<file path="config.mk">
export PLATFORM = sky130hd
export DESIGN_NAME = slice_store_array
export DESIGN_NICKNAME = d
export VERILOG_FILES = /design/src/rtl/slice_store_pkg.sv /design/src/rtl/slice_store_ctrl.sv /design/src/rtl/slice_store_elem.sv /design/src/rtl/slice_store_array.sv
export SDC_FILE = /design/constraint.sdc
export NUM_CORES = 1
export LEC_CHECK = 0
export CAP_MARGIN = 15
export CORE_UTILIZATION = 39
export CTS_BUF_LIST = sky130_fd_sc_hd__clkbuf_4 sky130_fd_sc_hd__clkbuf_8 sky130_fd_sc_hd__clkbuf_16
export DETAILED_ROUTE_END_ITERATION = 7
export PLACE_DENSITY = 0.84
export SETUP_SLACK_MARGIN = 0.4
export SLEW_MARGIN = 10
export SYNTH_ARGS = -nofsm -noshare
export SYNTH_HDL_FRONTEND = slang
export SYNTH_SLANG_ARGS = --single-unit
</file>
<file path="constraint.sdc">
create_clock -name clk -period 4.9 [get_ports clk]
set_input_delay 0.735 -clock clk [delete_from_list [all_inputs] [get_ports clk]]
set_output_delay 0.735 -clock clk [all_outputs]
set_load 0.005 [all_outputs]
</file>
<file path="src/rtl/slice_store_pkg.sv">
package slice_store_pkg;

    // Slice-wide static mode bits
    typedef struct packed {
        logic latch_mode;
        logic sync_sr;
        logic ck_inv;
        logic ce_used;
        logic sr_used;
    } slice_mode_t;

    // How set/reset is applied in the current mode
    typedef enum logic [1:0] {
        SR_ASYNC_FF = 2'd0,
        SR_SYNC_FF  = 2'd1,
        SR_LATCH    = 2'd2
    } sr_style_t;

    // Per-cycle controls broadcast to every element
    typedef struct packed {
        logic init_now;
        logic sr_apply;
        logic load;
        logic latch_mode;
    } elem_ctl_t;

    // Init value: the select bit is inverted for flip-flops only
    function automatic logic init_level(input logic latch_mode, input logic sel);
        return latch_mode ? sel : ~sel;
    endfunction

    // Set/reset value: rst_zero=1 clears, 0 presets
    function automatic logic sr_level(input logic rst_zero);
        return ~rst_zero;
    endfunction

endpackage

</file>
<file path="src/rtl/slice_store_ctrl.sv">
module slice_store_ctrl
    import slice_store_pkg::*;
(
    input  logic        clk,
    input  logic        glob_init,
    input  slice_mode_t mode,
    input  logic        ck_in,
    input  logic        ce_in,
    input  logic        sr_in,
    output elem_ctl_t   ctl
);
    logic      eff_ck;
    logic      eff_prev;
    logic      rise;
    logic      gate_open;
    logic      ce_ok;
    logic      sr_req;
    sr_style_t style;

    always_comb begin
        eff_ck    = ck_in ^ mode.ck_inv;
        rise      = eff_ck & ~eff_prev;
        // Latch polarity is the opposite sense of the flip-flop one
        gate_open = ~eff_ck;
        ce_ok     = ~mode.ce_used | ce_in;
        sr_req    = mode.sr_used & sr_in;
        if (mode.latch_mode)
            style = SR_LATCH;
        else if (mode.sync_sr)
            style = SR_SYNC_FF;
        else
            style = SR_ASYNC_FF;
    end

    always_ff @(posedge clk) begin
        eff_prev <= eff_ck;
    end

    always_comb begin
        ctl.init_now   = glob_init;
        ctl.latch_mode = mode.latch_mode;
        case (style)
            SR_LATCH: begin
                ctl.sr_apply = sr_req;
                ctl.load     = gate_open & ce_ok & ~sr_req;
            end
            SR_SYNC_FF: begin
                ctl.sr_apply = sr_req & rise & ce_ok;
                ctl.load     = rise & ce_ok & ~sr_req;
            end
            default: begin
                ctl.sr_apply = sr_req;
                ctl.load     = rise & ce_ok & ~sr_req;
            end
        endcase
    end

endmodule

</file>
<file path="src/rtl/slice_store_elem.sv">
module slice_store_elem
    import slice_store_pkg::*;
#(
    parameter bit SECONDARY = 1'b0
) (
    input  logic      clk,
    input  elem_ctl_t ctl,
    input  logic      init_sel,
    input  logic      rst_zero,
    input  logic      d,
    output logic      q
);
    logic disabled;

    always_comb disabled = SECONDARY && ctl.latch_mode;

    always_ff @(posedge clk) begin
        if (disabled)
            q <= 1'b0;
        else if (ctl.init_now)
            q <= init_level(ctl.latch_mode, init_sel);
        else if (ctl.sr_apply)
            q <= sr_level(rst_zero);
        else if (ctl.load)
            q <= d;
    end

endmodule

</file>
<file path="src/rtl/slice_store_array.sv">
module slice_store_array
    import slice_store_pkg::*;
#(
    parameter int N_PRI = 4
) (
    input  logic               clk,
    input  logic               glob_init,
    input  logic               cfg_latch,
    input  logic               cfg_sync_sr,
    input  logic               cfg_ck_inv,
    input  logic               cfg_ce_used,
    input  logic               cfg_sr_used,
    input  logic [2*N_PRI-1:0] cfg_init_sel,
    input  logic [2*N_PRI-1:0] cfg_rst_zero,
    input  logic               ck_in,
    input  logic               ce_in,
    input  logic               sr_in,
    input  logic [2*N_PRI-1:0] d,
    output logic [2*N_PRI-1:0] q
);
    localparam int N_ELEM = 2 * N_PRI;

    slice_mode_t mode;
    elem_ctl_t   ctl;

    always_comb begin
        mode.latch_mode = cfg_latch;
        mode.sync_sr    = cfg_sync_sr;
        mode.ck_inv     = cfg_ck_inv;
        mode.ce_used    = cfg_ce_used;
        mode.sr_used    = cfg_sr_used;
    end

    slice_store_ctrl u_ctrl (
        .clk       (clk),
        .glob_init (glob_init),
        .mode      (mode),
        .ck_in     (ck_in),
        .ce_in     (ce_in),
        .sr_in     (sr_in),
        .ctl       (ctl)
    );

    for (genvar i = 0; i < N_ELEM; i++) begin : g_elem
        slice_store_elem #(
            .SECONDARY (i >= N_PRI)
        ) u_elem (
            .clk      (clk),
            .ctl      (ctl),
            .init_sel (cfg_init_sel[i]),
            .rst_zero (cfg_rst_zero[i]),
            .d        (d[i]),
            .q        (q[i])
        );
    end

endmodule

</file>
# Word level (Yosys, flattened, before mapping)
# Index checks and enable logic that the tools add are counted.
[word_totals]
regBits = 9
in_bits = 34
[classes]
n_eq_ne = 2
n_mux = 31
bitwise = 30
reduce_logical = 1
[ops]
columns = ["operator", "n"]
rows = [
  ["2-to-1 mux 1 bit", 29],
  ["NOT 1 bit", 20],
  ["bitwise AND 1 bit", 8],
  ["case mux 2 bit (2 select lines)", 1],
  ["nonzero test 3 bit", 1],
  ["equality test 2 x 1 -> 1 bit (second input constant)", 1],
  ["equality test 2 bit (second input constant)", 1],
  ["2-to-1 mux 2 bit", 1],
  ["OR 1 bit", 1],
  ["XOR 1 bit", 1],
]

# Depth between registers and ports, before layout
[logic_depth]
word_depth = 8
mapped_depth = 5
mapped_depth_nobuf = 4

# By module
# From an unflattened synthesis, not the netlist that was laid out.
[unflattened]
cells_unflattened = 64
hier_area_um2 = 628.1
[modules_own_cells]
columns = ["mod", "n_inst", "cells_per_inst", "area_each_um2", "seq_area_each_um2"]
rows = [
  ["slice_store_elem at g_elem[0].u_elem ...", 4, 7, 67.6, 30.0],
  ["slice_store_elem at g_elem[4].u_elem ...", 4, 6, 65.1, 20.0],
  ["slice_store_ctrl", 1, 12, 97.6, 20.0],
]

# Worst setup path before layout
# No wires, ideal clock.
[synth_path]
path_type = "input to register"
start = "in cfg_ck_inv"
end = "reg g_elem[0].u_elem.q, enable pin"
t_arrival_ps = 1800
slack_ps = 2718
path_stages = 3
path_buffers = 0
cell_sequence = "xnor2_2 > a21oi_1 > o311ai_0"
[synth_between]
elab_chain_len = 6
word_cells_on_any_way = 11
cone_classes = "mux (1); bitwise (9); reduce/logical (1)"
[synth_lines]
columns = ["element", "line_no", "rtl"]
rows = [
  ["start: declaration", "slice_store_array.sv:10", "input logic cfg_ck_inv,"],
  ["XOR 1 bit *", "slice_store_ctrl.sv:21", "eff_ck = ck_in ^ mode.ck_inv;"],
  ["bitwise AND 1 bit / NOT 1 bit (equally long branches)", "slice_store_ctrl.sv:22, slice_store_ctrl.sv:24", ""],
  ["bitwise AND 1 bit, on equally long branches (2 in series)", "-", ""],
  ["case mux 2 bit (2 select lines) *", "slice_store_ctrl.sv:42", "case (style)"],
  ["nonzero test 3 bit (no line) *", "-", ""],
  ["end signal: assignment", "slice_store_elem.sv:21", "q <= init_level(ctl.latch_mode, init_sel);"],
  ["end signal: assignment", "slice_store_elem.sv:23", "q <= sr_level(rst_zero);"],
  ["end: declaration", "slice_store_elem.sv:11", "output logic q"],
]
# Every way passes the cells marked *; elsewhere a longest branch is shown, timed or not.
# A chain may end at the register's enable or synchronous reset.

# Worst setup path in the final report
# Ends and elaborated chain as after synthesis.

==> summary.md <==
| Metric | Value |
|---|---|
| # fillers | 140 |
| Tightest Hold Check Type | flop to flop |
| Pin count of the biggest net entering global routing | 18 |
| Clock power share | 27.5% |
| CTS HTree Levels | 1 |
| CTS tree | done |
| Pre-CTS setup slack | 2013 ps |
| WP data required | 4790 ps |
| Setup ws final | 2303 ps |
| Post-route minimum period | 2597 ps |
| Multi-input gate area | 370.4 um^2 |
| DRT Wirelength | 1769 um |
| Seq/Total Area, Yosys | 31.94% |
| Final Hold Fails | 0 |
| TritonCTS Buffers | 3 |
| Tot GR Track Use | 20.58% |
| Final cycle utilization of the critical path | 53.00% |
| Critical path arrival | 2490 ps |
| Pwr Total | 0.0002370 W |
| Buffer count from post-CTS setup fixing | 0 |
| Resize count post-CTS | 0 |
| Die width | 44.05 um |
| Net Sw Frac | 26.54% |
| Antenna diode count | 0 |
| Slew Limit Fails | 0 |
| Area grow syn2layout | 56.26% |
| Syn avg cell area | 8.511 um^2 |
| Nets | 150 |
| Highest clock rate | 385.1 MHz |
| Final HPWL DP | 1360 um |
| Die H | 44.05 um |
| Post-CTS Hold Fix Bufs | 0 |
| Starting density of the core | 43.73% |
| Initial DRC count | 17 |
| DRC Markers | 2 |
| CP max FO | 8 |
| Clk slew on worst S/H paths | 60 ps |
| Core ar. | 1577 um^2 |
| Clk Latency, worst-skew pair | 270 ps |
| Fin Hold WS | 547.9 ps |
| Outcome | finished, violations left |
| Area contributors post-synth | edfxtp_1 17%, dfxtp_1 15%, buf_4 8.7% |
| Initial antenna violation count | 0 |
| Rel. slew slack | 37.00% |
| Sequential power share | 38.9% |
| Crit start category | primary input |
| Final core utilization | 68.33% |
| Peak supply drop | 0.1451 mV |
| Most common cell after layout, fill and taps aside | clkdlybuf4s50_1 |
| Share of cells above drive strength 1 | 8.696% |
| First-pass GRT wire length | 2918 um |
| Switching Power | 0.00006291 W |
| Root buf cell | clkbuf_4 |
| Flops & latches, synth | 9 |
| Fin Setup TNS | 0 ps |
| Port Buffers | 41 |
| Internal Power | 0.0001741 W |
| Die Area | 1940 um^2 |
| PD cells | 220.0 nW/um^2 |
| Post-Synthesis Cell Area | 689.4 um^2 |
| Top-area cell type share of the netlist area | 17.42% |
| Worst-Margin Slew | 933.1 ps |
| Row cnt | 14 |
| Synth unique cells | 29 |
| Average wire per standard cell | 13.50 um |
| Failing checks | design-rule violations |
| Routability cong. | 0.8060 |
| Max Cap Violations | 0 |
| Clk sinks | 9 |
| Number of global-route vias before repair | 665 |
| Antenna Nets Post-Route | 0 |
| Post-synthesis net count | 115 |
| Static leakage | 0.4056 nW |
| Initial DRT Pass Iterations | 6 |
| Cells after synthesis | 81 |
| Final setup fails | 0 |
| # IOs | 42 |
| Yosys top cell by area | edfxtp_1 |
| Final Skew | 0.6759 ps |
| Comb pwr share | 33.6% |
| Vias post-DR | 709 |
| Maximum root-to-sink buffer count | 2 |
| Register Area | 220.2 um^2 |
| Most frequent cells in the layout | 41 x clkdlybuf4s50_1, 8 x o21ai_0, 7 x inv_1 |
| RSZ-0062 raised after global routing | no |
| Ys Warns | 0 |
| DR vias/cell | 5.412 |
| Grt ovf | 0 |
| Crit Path Category | primary input to flop |
| Worst Setup End Kind | flop |
-- power groups by stage --
| stage | Sequential, W | Combinational, W | Clock, W |
|---|---|---|---|
| 2_1_floorplan | 0.0000930 | 0.0000419 | 0 |
| 3_3_place_gp | 0.0000937 | 0.0000774 | 0 |
| 3_5_place_dp | 0.0000938 | 0.0000792 | 0 |
| 4_1_cts | 0.0000922 | 0.0000793 | 0.0000680 |
| 5_1_grt | 0.0000932 | 0.0000862 | 0.0000717 |
| 6_report | 0.0000922 | 0.0000795 | 0.0000653 |
-- cell usage after synthesis --
| cell | number |
|---|---|
| o21ai_0 | 8 |
| a211o_1 | 1 |
| xnor2_2 | 1 |
| buf_1 | 1 |
| nor2_1 | 3 |
| o22ai_1 | 1 |
| a221oi_1 | 3 |
| o311a_2 | 2 |
| buf_2 | 1 |
| nand3b_1 | 1 |
| xor2_1 | 4 |
| o21ai_1 | 3 |
| a22oi_1 | 3 |
| o311ai_0 | 1 |
| o311ai_4 | 1 |
| nor2b_1 | 1 |
| a221oi_2 | 1 |
| nor4_1 | 1 |
| buf_4 | 8 |
| dfxtp_1 | 5 |
| nor3_1 | 5 |
| edfxtp_1 | 4 |
| and2_1 | 1 |
| a21oi_1 | 5 |
| a31o_2 | 1 |
| clkbuf_1 | 1 |
| nand2_1 | 6 |
| o311ai_1 | 1 |
| inv_1 | 7 |
-- metrics by stage --
step / instances / instance area [um^2]
4_1_cts: 131 / 1077
2_1_floorplan: 81 / 689.4
5_1_grt: 131 / 1077
3_3_place_gp: 127 / 1047
3_5_place_dp: 127 / 1047
6_report: 131 / 1077
-- state kept, by name (all words and copies together), names as in the netlist --
signal / count
g_elem.u_elem.q: 8
u_ctrl.eff_prev: 1
-- logic make-up after synthesis --
family | Yosys count | synth area share [%]
buffers and inverters | 18 | 14.34
flip-flops | 9 | 31.94
AO/OA/AOI/OAI | 31 | 33.94
XOR/XNOR | 5 | 7.441
AND/OR/NAND/NOR | 18 | 12.34
-- worst paths after layout --
path                                   startpoint  slack (ps)  cells after the start                              end
hold / removal    g_elem[4].u_elem.q$_SDFFE_PP0P_         550                      2  g_elem[4].u_elem.q$_SDFFE_PP0P_
hold reg to reg   g_elem[4].u_elem.q$_SDFFE_PP0P_         550                      2  g_elem[4].u_elem.q$_SDFFE_PP0P_
setup / recovery                       cfg_ck_inv        2300                      4     g_elem[0].u_elem.q$_DFFE_PP_
setup reg to reg          u_ctrl.eff_prev$_DFF_P_        3120                      3     g_elem[0].u_elem.q$_DFFE_PP_
-- layout make-up --
type	instances	area share (%)
tap	16	1.858
inverter	7	2.439
clock buffer	4	2.787
multi-input combinational	54	34.38
timing repair buffer	41	38.10
sequential	9	20.44
-- critical path: stages --
cell	delay, ps
clkdlybuf4s50_1	440
xnor2_2	410
a21oi_1	120
o311ai_0	780
-- layer usage --
layer | track usage (%) | share of wire (%) | vias up
met5 | 0 | 0 | -
li1 | - | - | 363
met3 | 7.347 | 7.2 | 2
met2 | 34.12 | 50 | 29
met1 | 24.81 | 42 | 315
met4 | 6.667 | 0.45 | 0
No activity file was read; power rests on OpenSTA's default activity.
